$ cat src/rtl/sau_pkg.sv
package sau_pkg;

    typedef enum logic [1:0] {
        ST_IDLE = 2'd0,
        ST_ACC0 = 2'd1,
        ST_ACC1 = 2'd2,
        ST_WRAP = 2'd3
    } sau_state_e;

    typedef struct packed {
        logic       split;
        logic       misal;
        logic [3:0] be_lo;
        logic [3:0] be_hi;
    } lane_plan_t;

    // Lane footprint of an access over two adjacent words, low word in bits 3:0.
    function automatic logic [7:0] lane_span(input logic [1:0] off, input logic [1:0] sz);
        logic [7:0] base;
        case (sz)
            2'd0:    base = 8'h01;
            2'd1:    base = 8'h03;
            default: base = 8'h0F;
        endcase
        return base << off;
    endfunction

    function automatic logic [31:0] size_mask(input logic [1:0] sz);
        case (sz)
            2'd0:    return 32'h0000_00FF;
            2'd1:    return 32'h0000_FFFF;
            default: return 32'hFFFF_FFFF;
        endcase
    endfunction

endpackage

$ cat src/rtl/sau_lane_plan.sv
module sau_lane_plan
    import sau_pkg::*;
(
    input  logic [1:0] off,
    input  logic [1:0] sz,
    output lane_plan_t plan
);

    logic [7:0] span;

    always_comb begin
        span       = lane_span(off, sz);
        plan.be_lo = span[3:0];
        plan.be_hi = span[7:4];
        plan.split = |span[7:4];
        case (sz)
            2'd0:    plan.misal = 1'b0;
            2'd1:    plan.misal = off[0];
            default: plan.misal = (off != 2'd0);
        endcase
    end

    always_comb begin

        byte_nosplit_chk: assert (!(sz == 2'd0 && plan.split === 1'b1));

        split_is_misal_chk: assert (!(plan.split === 1'b1 && plan.misal === 1'b0));
    end

endmodule

$ cat src/rtl/sau_byte_steer.sv
module sau_byte_steer
    import sau_pkg::*;
(
    input  logic [1:0]  off,
    input  logic [1:0]  sz,
    input  logic [31:0] lo_word,
    input  logic [31:0] hi_word,
    input  logic [31:0] wdata,
    output logic [31:0] rd_merged,
    output logic [31:0] wd_lo,
    output logic [31:0] wd_hi
);

    logic [63:0] pair;
    logic [63:0] shifted;
    logic [63:0] wide;
    logic [5:0]  sh;

    always_comb begin
        sh        = {1'b0, off, 3'b000};
        pair      = {hi_word, lo_word};
        shifted   = pair >> sh;
        rd_merged = shifted[31:0] & size_mask(sz);
        wide      = {32'h0, wdata} << sh;
        wd_lo     = wide[31:0];
        wd_hi     = wide[63:32];
    end

endmodule

$ cat src/rtl/sau_mem.sv
module sau_mem #(
    parameter int IDX_W = 6
) (
    input  logic             clk,
    input  logic             en,
    input  logic             we,
    input  logic [IDX_W-1:0] idx,
    input  logic [3:0]       be,
    input  logic [31:0]      wdata,
    output logic [31:0]      q
);

    localparam int ROWS  = 1 << IDX_W;
    localparam int LANES = 4;

    logic [ROWS-1:0] row_sel;
    logic [7:0]      cells [ROWS][LANES];

    genvar r;
    generate
        for (r = 0; r < ROWS; r++) begin : g_row_dec
            assign row_sel[r] = en && (idx == IDX_W'(r));
        end
    endgenerate

    always_ff @(posedge clk) begin
        for (int rr = 0; rr < ROWS; rr++) begin
            for (int l = 0; l < LANES; l++) begin
                if (we && be[l] && row_sel[rr]) begin
                    cells[rr][l] <= wdata[8*l +: 8];
                end
            end
        end
        if (en && !we) begin
            for (int l = 0; l < LANES; l++) begin
                q[8*l +: 8] <= cells[idx][l];
            end
        end
    end

    always_comb begin
        if (en === 1'b1) begin

            row_onehot_chk: assert ($onehot(row_sel));
        end else if (en === 1'b0) begin

            row_quiet_chk: assert (row_sel == '0);
        end
    end

endmodule

$ cat src/rtl/split_access_unit.sv
module split_access_unit
    import sau_pkg::*;
#(
    parameter int ADDR_W = 8
) (
    input  logic              clk,
    input  logic              rst,
    input  logic              trap_en,
    input  logic              req_valid,
    output logic              req_ready,
    input  logic              req_write,
    input  logic [ADDR_W-1:0] req_addr,
    input  logic [1:0]        req_size,
    input  logic [31:0]       req_wdata,
    output logic              done,
    output logic              err,
    output logic [31:0]       rdata
);

    localparam int IDX_W = ADDR_W - 2;

    sau_state_e       state;
    logic             r_write;
    logic [1:0]       r_off;
    logic [1:0]       r_sz;
    logic [IDX_W-1:0] r_idx;
    logic [31:0]      r_wdata;
    logic [31:0]      hold0;
    logic             done_q;
    logic             err_q;
    logic [31:0]      rdata_q;

    lane_plan_t       in_plan;
    lane_plan_t       cur_plan;

    logic             accept;
    logic             trap_hit;

    logic             mem_en;
    logic             mem_we;
    logic [IDX_W-1:0] mem_idx;
    logic [3:0]       mem_be;
    logic [31:0]      mem_wd;
    logic [31:0]      mem_q;

    logic [31:0]      lo_sel;
    logic [31:0]      rd_merged;
    logic [31:0]      wd_lo;
    logic [31:0]      wd_hi;

    sau_lane_plan u_plan_in (
        .off  (req_addr[1:0]),
        .sz   (req_size),
        .plan (in_plan)
    );

    sau_lane_plan u_plan_cur (
        .off  (r_off),
        .sz   (r_sz),
        .plan (cur_plan)
    );

    assign lo_sel = cur_plan.split ? hold0 : mem_q;

    sau_byte_steer u_steer (
        .off       (r_off),
        .sz        (r_sz),
        .lo_word   (lo_sel),
        .hi_word   (mem_q),
        .wdata     (r_wdata),
        .rd_merged (rd_merged),
        .wd_lo     (wd_lo),
        .wd_hi     (wd_hi)
    );

    always_comb begin
        mem_en  = (state == ST_ACC0) || (state == ST_ACC1);
        mem_we  = mem_en && r_write;
        mem_idx = (state == ST_ACC1) ? r_idx + IDX_W'(1) : r_idx;
        mem_be  = (state == ST_ACC1) ? cur_plan.be_hi : cur_plan.be_lo;
        mem_wd  = (state == ST_ACC1) ? wd_hi : wd_lo;
    end

    sau_mem #(.IDX_W(IDX_W)) u_mem (
        .clk   (clk),
        .en    (mem_en),
        .we    (mem_we),
        .idx   (mem_idx),
        .be    (mem_be),
        .wdata (mem_wd),
        .q     (mem_q)
    );

    assign req_ready = (state == ST_IDLE);
    assign accept    = req_valid && req_ready;
    assign trap_hit  = trap_en && in_plan.misal;

    always_ff @(posedge clk) begin
        if (rst) begin
            state   <= ST_IDLE;
            r_write <= 1'b0;
            r_off   <= 2'd0;
            r_sz    <= 2'd0;
            r_idx   <= '0;
            r_wdata <= '0;
            hold0   <= '0;
            done_q  <= 1'b0;
            err_q   <= 1'b0;
            rdata_q <= '0;
        end else begin
            done_q <= 1'b0;
            err_q  <= 1'b0;
            case (state)
                ST_IDLE: begin
                    if (accept) begin
                        if (trap_hit) begin
                            err_q <= 1'b1;
                        end else begin
                            r_write <= req_write;
                            r_off   <= req_addr[1:0];
                            r_sz    <= req_size;
                            r_idx   <= req_addr[ADDR_W-1:2];
                            r_wdata <= req_wdata;
                            state   <= ST_ACC0;
                        end
                    end
                end
                ST_ACC0: begin
                    state <= cur_plan.split ? ST_ACC1 : ST_WRAP;
                end
                ST_ACC1: begin
                    hold0 <= mem_q;
                    state <= ST_WRAP;
                end
                default: begin
                    if (!r_write) begin
                        rdata_q <= rd_merged;
                    end
                    done_q <= 1'b1;
                    state  <= ST_IDLE;
                end
            endcase
        end
    end

    assign done  = done_q;
    assign err   = err_q;
    assign rdata = rdata_q;


    trap_err_chk: assert property (@(posedge clk) disable iff (rst)
        (accept && trap_en && in_plan.misal) |=> (err && !done && req_ready));


    busy_after_accept_chk: assert property (@(posedge clk) disable iff (rst)
        (accept && !(trap_en && in_plan.misal)) |=> !req_ready);


    done_pulse_chk: assert property (@(posedge clk) disable iff (rst)
        done |=> !done);


    err_pulse_chk: assert property (@(posedge clk) disable iff (rst)
        err |=> !err);


    no_done_err_chk: assert property (@(posedge clk) disable iff (rst)
        !(done && err));


    split_two_cycle_chk: assert property (@(posedge clk) disable iff (rst)
        (mem_en && !$past(mem_en) && cur_plan.split) |=> mem_en);

endmodule

$ cat config.mk
export PLATFORM = sky130hd
export DESIGN_NAME = split_access_unit
export DESIGN_NICKNAME = d
export VERILOG_FILES = /design/src/rtl/sau_pkg.sv /design/src/rtl/sau_lane_plan.sv /design/src/rtl/sau_byte_steer.sv /design/src/rtl/sau_mem.sv /design/src/rtl/split_access_unit.sv
export SDC_FILE = /design/constraint.sdc
export NUM_CORES = 2
export LEC_CHECK = 0
export BUFFER_PORTS_ARGS = -buffer_cell sky130_fd_sc_hd__buf_2
export CAP_MARGIN = 20
export CORE_UTILIZATION = 50
export CTS_CLUSTER_SIZE = 16
export DETAILED_ROUTE_END_ITERATION = 16
export GPL_TIMING_DRIVEN = 1
export HOLD_SLACK_MARGIN = 0.12
export PLACE_DENSITY = 0.7
export SYNTH_ARGS = -nofsm -noshare
export SYNTH_HDL_FRONTEND = slang
export SYNTH_SLANG_ARGS = --single-unit
$ cat constraint.sdc
create_clock -name clk -period 5.9 [get_ports clk]
set_input_delay 0.59 -clock clk [delete_from_list [all_inputs] [get_ports clk]]
set_output_delay 0.59 -clock clk [all_outputs]
set_load 0.02 [all_outputs]
### Word-level counts from Yosys, hierarchy flattened

Memories as Yosys holds them, arrays and structs flattened. A register that Yosys moved wholly into a read port is not among the register bits.
Index checks and enable logic that the tools add are counted.

| operators by class | value |
|---|---|
| shift operators | 3 |
| bitwise operators | 6 |
| reduce and logical (&&, ||, !) cells | 404 |
| equal/unequal tests | 69 |
| mux-type cells | 714 |
| add/subtract/negate cells | 1 |

Operators with widths:

| kind | count |
|---|---|
| $mux W32 | 65 |
| $reduce_or A32 Y1 | 63 |
| $mux W1 | 515 |
| $mux W6 | 64 |
| $logic_and A1 B1 Y1 | 328 |
| $mux W4 | 64 |
| $eq A6 B6 Y1 const B | 32 |
| $eq A6 B5 Y1 const B | 16 |
| $pmux W32 S2 | 1 |
| $shl A32 B5 Y64 | 1 |
| $shr A64 B5 Y32 | 1 |
| $eq A6 B4 Y1 const B | 8 |
| $and A32 B32 Y32 | 1 |
| $eq A6 B3 Y1 const B | 4 |
| $eq A6 B2 Y1 const B | 2 |
| $pmux W4 S2 | 1 |
| $shl A4 B2 Y8 | 1 |
| $add A6 B1 Y6 const B | 1 |
| $eq A2 B1 Y1 const B | 3 |
| $eq A6 B1 Y1 const B | 1 |
| $logic_not A2 Y1 | 3 |
| $logic_not A6 Y1 | 1 |
| $pmux W2 S3 | 1 |
| $reduce_or A3 Y1 | 2 |
| 12 further kinds | 18 |

| storage, ports and cells | value |
|---|---|
| bits in writable memories | 2048 |
| memories kept | 1 |
| input bits | 47 |
| register bits | 111 |

Memory list:

| memory | depth | bits a word | read ports | clocked after memory_dff | wr ports | line | source |
|---|---|---|---|---|---|---|---|
| u_mem.cells | 64 | 32 | 1 | 1 | 1 | sau_mem.sv:17 | `logic [7:0] cells [ROWS][LANES];` |

### Logic depth before layout (Yosys ltp)

| depth | value |
|---|---|
| depth after elaboration | 72 |
| mapped depth | 11 |
| gate-level depth less buffers | 7 |

### Cells and area by module

A second synthesis with hierarchy kept.

| unflattened totals | value |
|---|---|
| cells, all modules | 4379 |
| area, all modules | 86241.5 um2 |

By module, submodules not included:

| module | times used | cells each | area an instance (um2) |
|---|---|---|---|
| sau_mem | 1 | 3587 | 79227.2 |
| split_access_unit | 1 | 556 | 5088.6 |
| sau_byte_steer | 1 | 200 | 1730.4 |
| sau_lane_plan | 2 | 18 | 97.6 |

### Worst setup path after synthesis

OpenSTA, ideal clock, no wires.

| timing | value |
|---|---|
| kind | reg2reg |
| start | register state[0] |
| end | memory u_mem.cells[0][30] (netlist name) (data pin) |
| path buffers | 4 |
| path slack | 1.148 ns |
| cell stages (with the launch flop) | 9 |
| arrival time | 4.050 ns |
| setup time | 0.702 ns |
| path through | dfxtp_1 > inv_1 > ha_1 > buf_4 > buf_6 > clkbuf_1 > nand2_1 > clkbuf_1 > o21ai_0 |

| between the ends | value |
|---|---|
| elaborated cells on any way between the ends | 1004 |
| those cells by class | 64 x eq/ne; 562 x mux; 378 x reduce/logical |

RTL lines:

| what | line | source |
|---|---|---|
| start, declared | split_access_unit.sv:22 | `sau_state_e state;` |
| start signal, assigned | split_access_unit.sv:129 | `state <= cur_plan.split ? ST_ACC1 : ST_WRAP;` |
| $eq A2 B2 Y1 * | split_access_unit.sv:81 | `mem_wd = (state == ST_ACC1) ? wd_hi : wd_lo;` |
| $mux W32 * | split_access_unit.sv:81 |  |
| via mem_wd[6] | split_access_unit.sv:43 | `logic [31:0] mem_wd;` |
| $mux W32 (no line) (62 in a row) | - |  |
| $mux W32 (no line) * | - |  |
| end, declared | sau_mem.sv:17 |  |

Mark *: on every way through the listed nets, which the timed path passes. The rest lies on a longest branch.

### Final worst setup path

| timing | value |
|---|---|
| start | register state[0] |
| end | memory u_mem.cells[12][17] (netlist name), enable pin |

| between the ends | value |
|---|---|
| longest elaborated chain between the ends | 71 |
| elaborated cells on any way between the ends | 1086 |
| those cells by class | 65 x eq/ne; 634 x mux; 387 x reduce/logical |

RTL lines:

| what | line | source |
|---|---|---|
| $eq A2 B2 Y1 / $eq A2 B1 Y1 (equally long branches) | split_access_unit.sv:77, split_access_unit.sv:79, split_access_unit.sv:80 |  |
| $mux W6 / $logic_or A1 B1 Y1 (equally long branches) | split_access_unit.sv:79, split_access_unit.sv:77 |  |
| $eq A6 B1 Y1 / $logic_and A1 B1 Y1 (equally long branches) | sau_mem.sv:22, split_access_unit.sv:78 |  |
| $logic_and A1 B1 Y1, on equally long branches | sau_mem.sv:22, sau_mem.sv:29 |  |
| $logic_and A1 B1 Y1 | sau_mem.sv:29 | `if (we && be[l] && row_sel[rr]) begin` |
| $mux W1 | sau_mem.sv:29 |  |
| $mux W1 (implied by the code) | sau_mem.sv:30 | `cells[rr][l] <= wdata[8*l +: 8];` |
| $reduce_or A32 Y1 (no line) | - |  |
| $mux W6 (no line) / $mux W4 (equally long branches) (63 in a row) | - |  |

Several ways; a longest one is shown, not always the timed one.

==> flow_summary.toml <==
[outcome]
status = "finished, final reports clean"

[clock_network]
hold_buffers = 49
cts_tree = "done"
clk_pin_slew_worst_paths_ns = 0.06
post_cts_buffers = 0
htreeDepth = 4
cts_max_path_buffers = 3
cts-root-buf = "clkbuf_16"
clock_sink_count = 2189
cts_resized = 0
clock_insertion_delay_worst_skew_ns = 0.88
cts_buffers = 216

[hold_path]
worstHoldEndpoint = "err"
worstHoldStart = "trap_en"
hold_class = "in -> reg"
min_delay_path_depth = 3

[timing]
finClkSkew_ns = 0.0347
finalCritPeriodShare_pct = 83.7
finalSetupTns_ns = 0
finalHoldViolations = 0
rsz0062_at_grt = "no"
max_slew_margin_pct = 19.1
fin_crit_ns = 4.94
finalMaxSlewViolations = 0
tightest_slew_ns = 1.21
max_clock_freq_ghz = 0.203
setup_viol = 0

[global_route]
antenna_found_initial = 11
grt_pass1_vias = 65900
grt_usage_pct = 26.9
grt_overflow = 0
grt_start_max_net_pins = 159
grt_pass1_wl_mm = 422

[route]
route.vias.total = 68200
avgRoutedWirePerCell_um = 28.6
dr.pass1.iters = 6
drt.antenna.violating_nets = 0
first_iter_violations = 8194
drcViolationCount = 0
routed_wl_mm = 290
viasPerCell = 6.71

[floorplan]
die_h_um = 458
core_um2 = 206000
rows = 166
die_x_um = 458
dieArea_um2 = 210000
initial_utilization_pct = 50.5
io_pins = 82

[cells_and_area]
fill_cells = 16100
final_common_cell = "mux2i_1"
nNetsFinal = 7343
area_delta_synth_final_pct = 9.90
drive_gt1_share_pct = 8.57
layout_common_cells = "2132 x mux2i_1, 2080 x edfxtp_1, 1383 x o22ai_1"
fin_util_pct = 55.5

[logic_synthesis]
synthArstFlopShare_pct = 0
seq_area_frac_synth_pct = 62.2
ys.flop_type = "edfxtp_1"
synth.distinct_cells = 64
synthCells = 7454
synth-warning-count = 0
synth_edf_count = 2080
synth_area_um2 = 104000
synth-seq-cells = 2189
synth_fp_nets = 7506
syn_avg_cell_area_um2 = 13.9

[power_and_ir_drop]
p_switching_uw = 13700
power_density_nw_per_um2 = 379
peakVddDrop_uv = 383
pwr-share-comb_pct = 24.8
clockPowerShare_pct = 31.8
netSwitchingFraction_pct = 31.6
pwr-share-seq_pct = 43.4
p_leak_uw = 0.0335
internal_power_uw = 29600

[setup_path]
worstPathRequired_ns = 6.39
reg2reg_depth = 7
crit_arrival_ns = 5.43
critical_path_class = "reg -> reg"
worst_setup_path_end_kind = "flop"
critPathLaunchType = "flop"
rr_endpoint = "u_mem.cells[12][17]"
worstPathMaxFanout = 56
regToRegSetupSlack_ns = 0.96
rr_startpoint = "state[0]"

[run]
maxCapViolCount = 0

[placement]
port_buffers = 81
dp_hpwl_mm = 174
gp_congestion = 0.864
==> final cells by class <==
type | instances | area, µm² | area share (%)
Timing Repair Buffer | 275 | 2440 | 2.13
Sequential cell | 2189 | 64700 | 56.6
Inverter | 8 | 30.0 | 0.0263
Clock buffer | 276 | 5800 | 5.08
Multi-Input combinational cell | 4601 | 36700 | 32.1
Tap cell | 2688 | 3360 | 2.94
Clock inverter | 120 | 1220 | 1.06
Antenna cell | 3 | 7.51 | 0.00657
==> logic make-up (layout without fill, tap and decap cells) <==
kind of cell,count (synthesis),after routing,synth area share (%)
flip-flops,2189,2189,62.2
multiplexers,2155,2155,20.9
AO/OA/AOI/OAI,1834,1834,11.4
buffers and inverters,664,679,2.96
AND/OR/NAND/NOR,605,605,2.42
adder cells (fa/ha/maj),5,5,0.0602
XOR/XNOR,2,2,0.0241
other,0,3,0
==> power groups by stage <==
stage               sequential, µW  combinational, µW  clock, µW
floorplan                    18800               6860          0
global route                 18800              11200      14500
CTS                          18700              10500      13900
detailed placement           19100              10500          0
finish                       18800              10700      13800
global placement             19100              10300          0
==> registers in the layout, summed over array words and instances (netlist names) <==
name	flops
done	1
err	1
hold0	30
r_idx	6
r_off	2
r_sz	2
r_wdata	32
r_write	1
rdata	32
state	2
u_mem.cells	2048
u_mem.q	32
==> critical path, stage by stage (launching register included) <==
cell	delay, ns
dfxtp_1	0.34
inv_1	0.16
ha_4	0.77
nand2_1	0.31
o31a_1	0.46
nor3_4	0.81
nand2_1	0.81
nor2_1	0.82
==> synth_stat cells, types with 9 or more instances <==
library cell | count | share of area, %
a2111o_1 | 34 | 0.37
a21oi_1 | 70 | 0.34
a41oi_1 | 96 | 0.81
buf_1 | 27 | 0.098
buf_2 | 418 | 2.0
buf_4 | 10 | 0.072
clkbuf_1 | 198 | 0.72
dfxtp_1 | 109 | 2.1
edfxtp_1 | 2080 | 60
mux2i_1 | 2132 | 21
mux4_2 | 14 | 0.30
nand2_1 | 164 | 0.59
nand2b_1 | 30 | 0.18
nand3_1 | 11 | 0.053
nor2_1 | 354 | 1.3
nor3_1 | 9 | 0.043
o2111ai_1 | 32 | 0.27
o211ai_1 | 17 | 0.12
o21ai_0 | 149 | 0.72
o22ai_1 | 1391 | 8.4
==> stage by stage <==
step	total power, µW	area, µm²	hold slack [ns]	setup WS (ns)	cells
3_3_place_gp	29400	107000	0.428	1.15	9706
5_1_grt	44400	114000	0.210	0.990	10200
4_1_cts	43200	114000	0.158	1.10	10200
6_report	43300	114000	0.204	0.964	10200
2_1_floorplan	25600	104000	0.448	1.15	7454
3_5_place_dp	29600	107000	0.435	1.14	9712
==> layer usage <==
metal	global-route usage, %	vias up	part of all wire, %
met5	0	-	0.031
met1	35.6	34400	40
met4	11.3	14	4.3
li1	-	29800	-
met3	5.38	607	9.6
met2	43.2	3385	46
==> how the worst max path moves through the flow <==
stage | cells after the start | startpoint | to | slack, ns
2_1_floorplan | 8 | state[0] | u_mem.cells[0][30] | 1.15
3_3_place_gp | 7 | state[0] | u_mem.cells[15][19] | 1.15
3_5_place_dp | 7 | state[0] | u_mem.cells[13][21] | 1.14
4_1_cts | 7 | state[0] | u_mem.cells[15][23] | 1.10
5_1_grt | 7 | state[0] | u_mem.cells[12][17] | 0.99
6_report | 7 | state[0] | u_mem.cells[12][17] | 0.96
No activity file was read; power rests on OpenSTA's default activity.
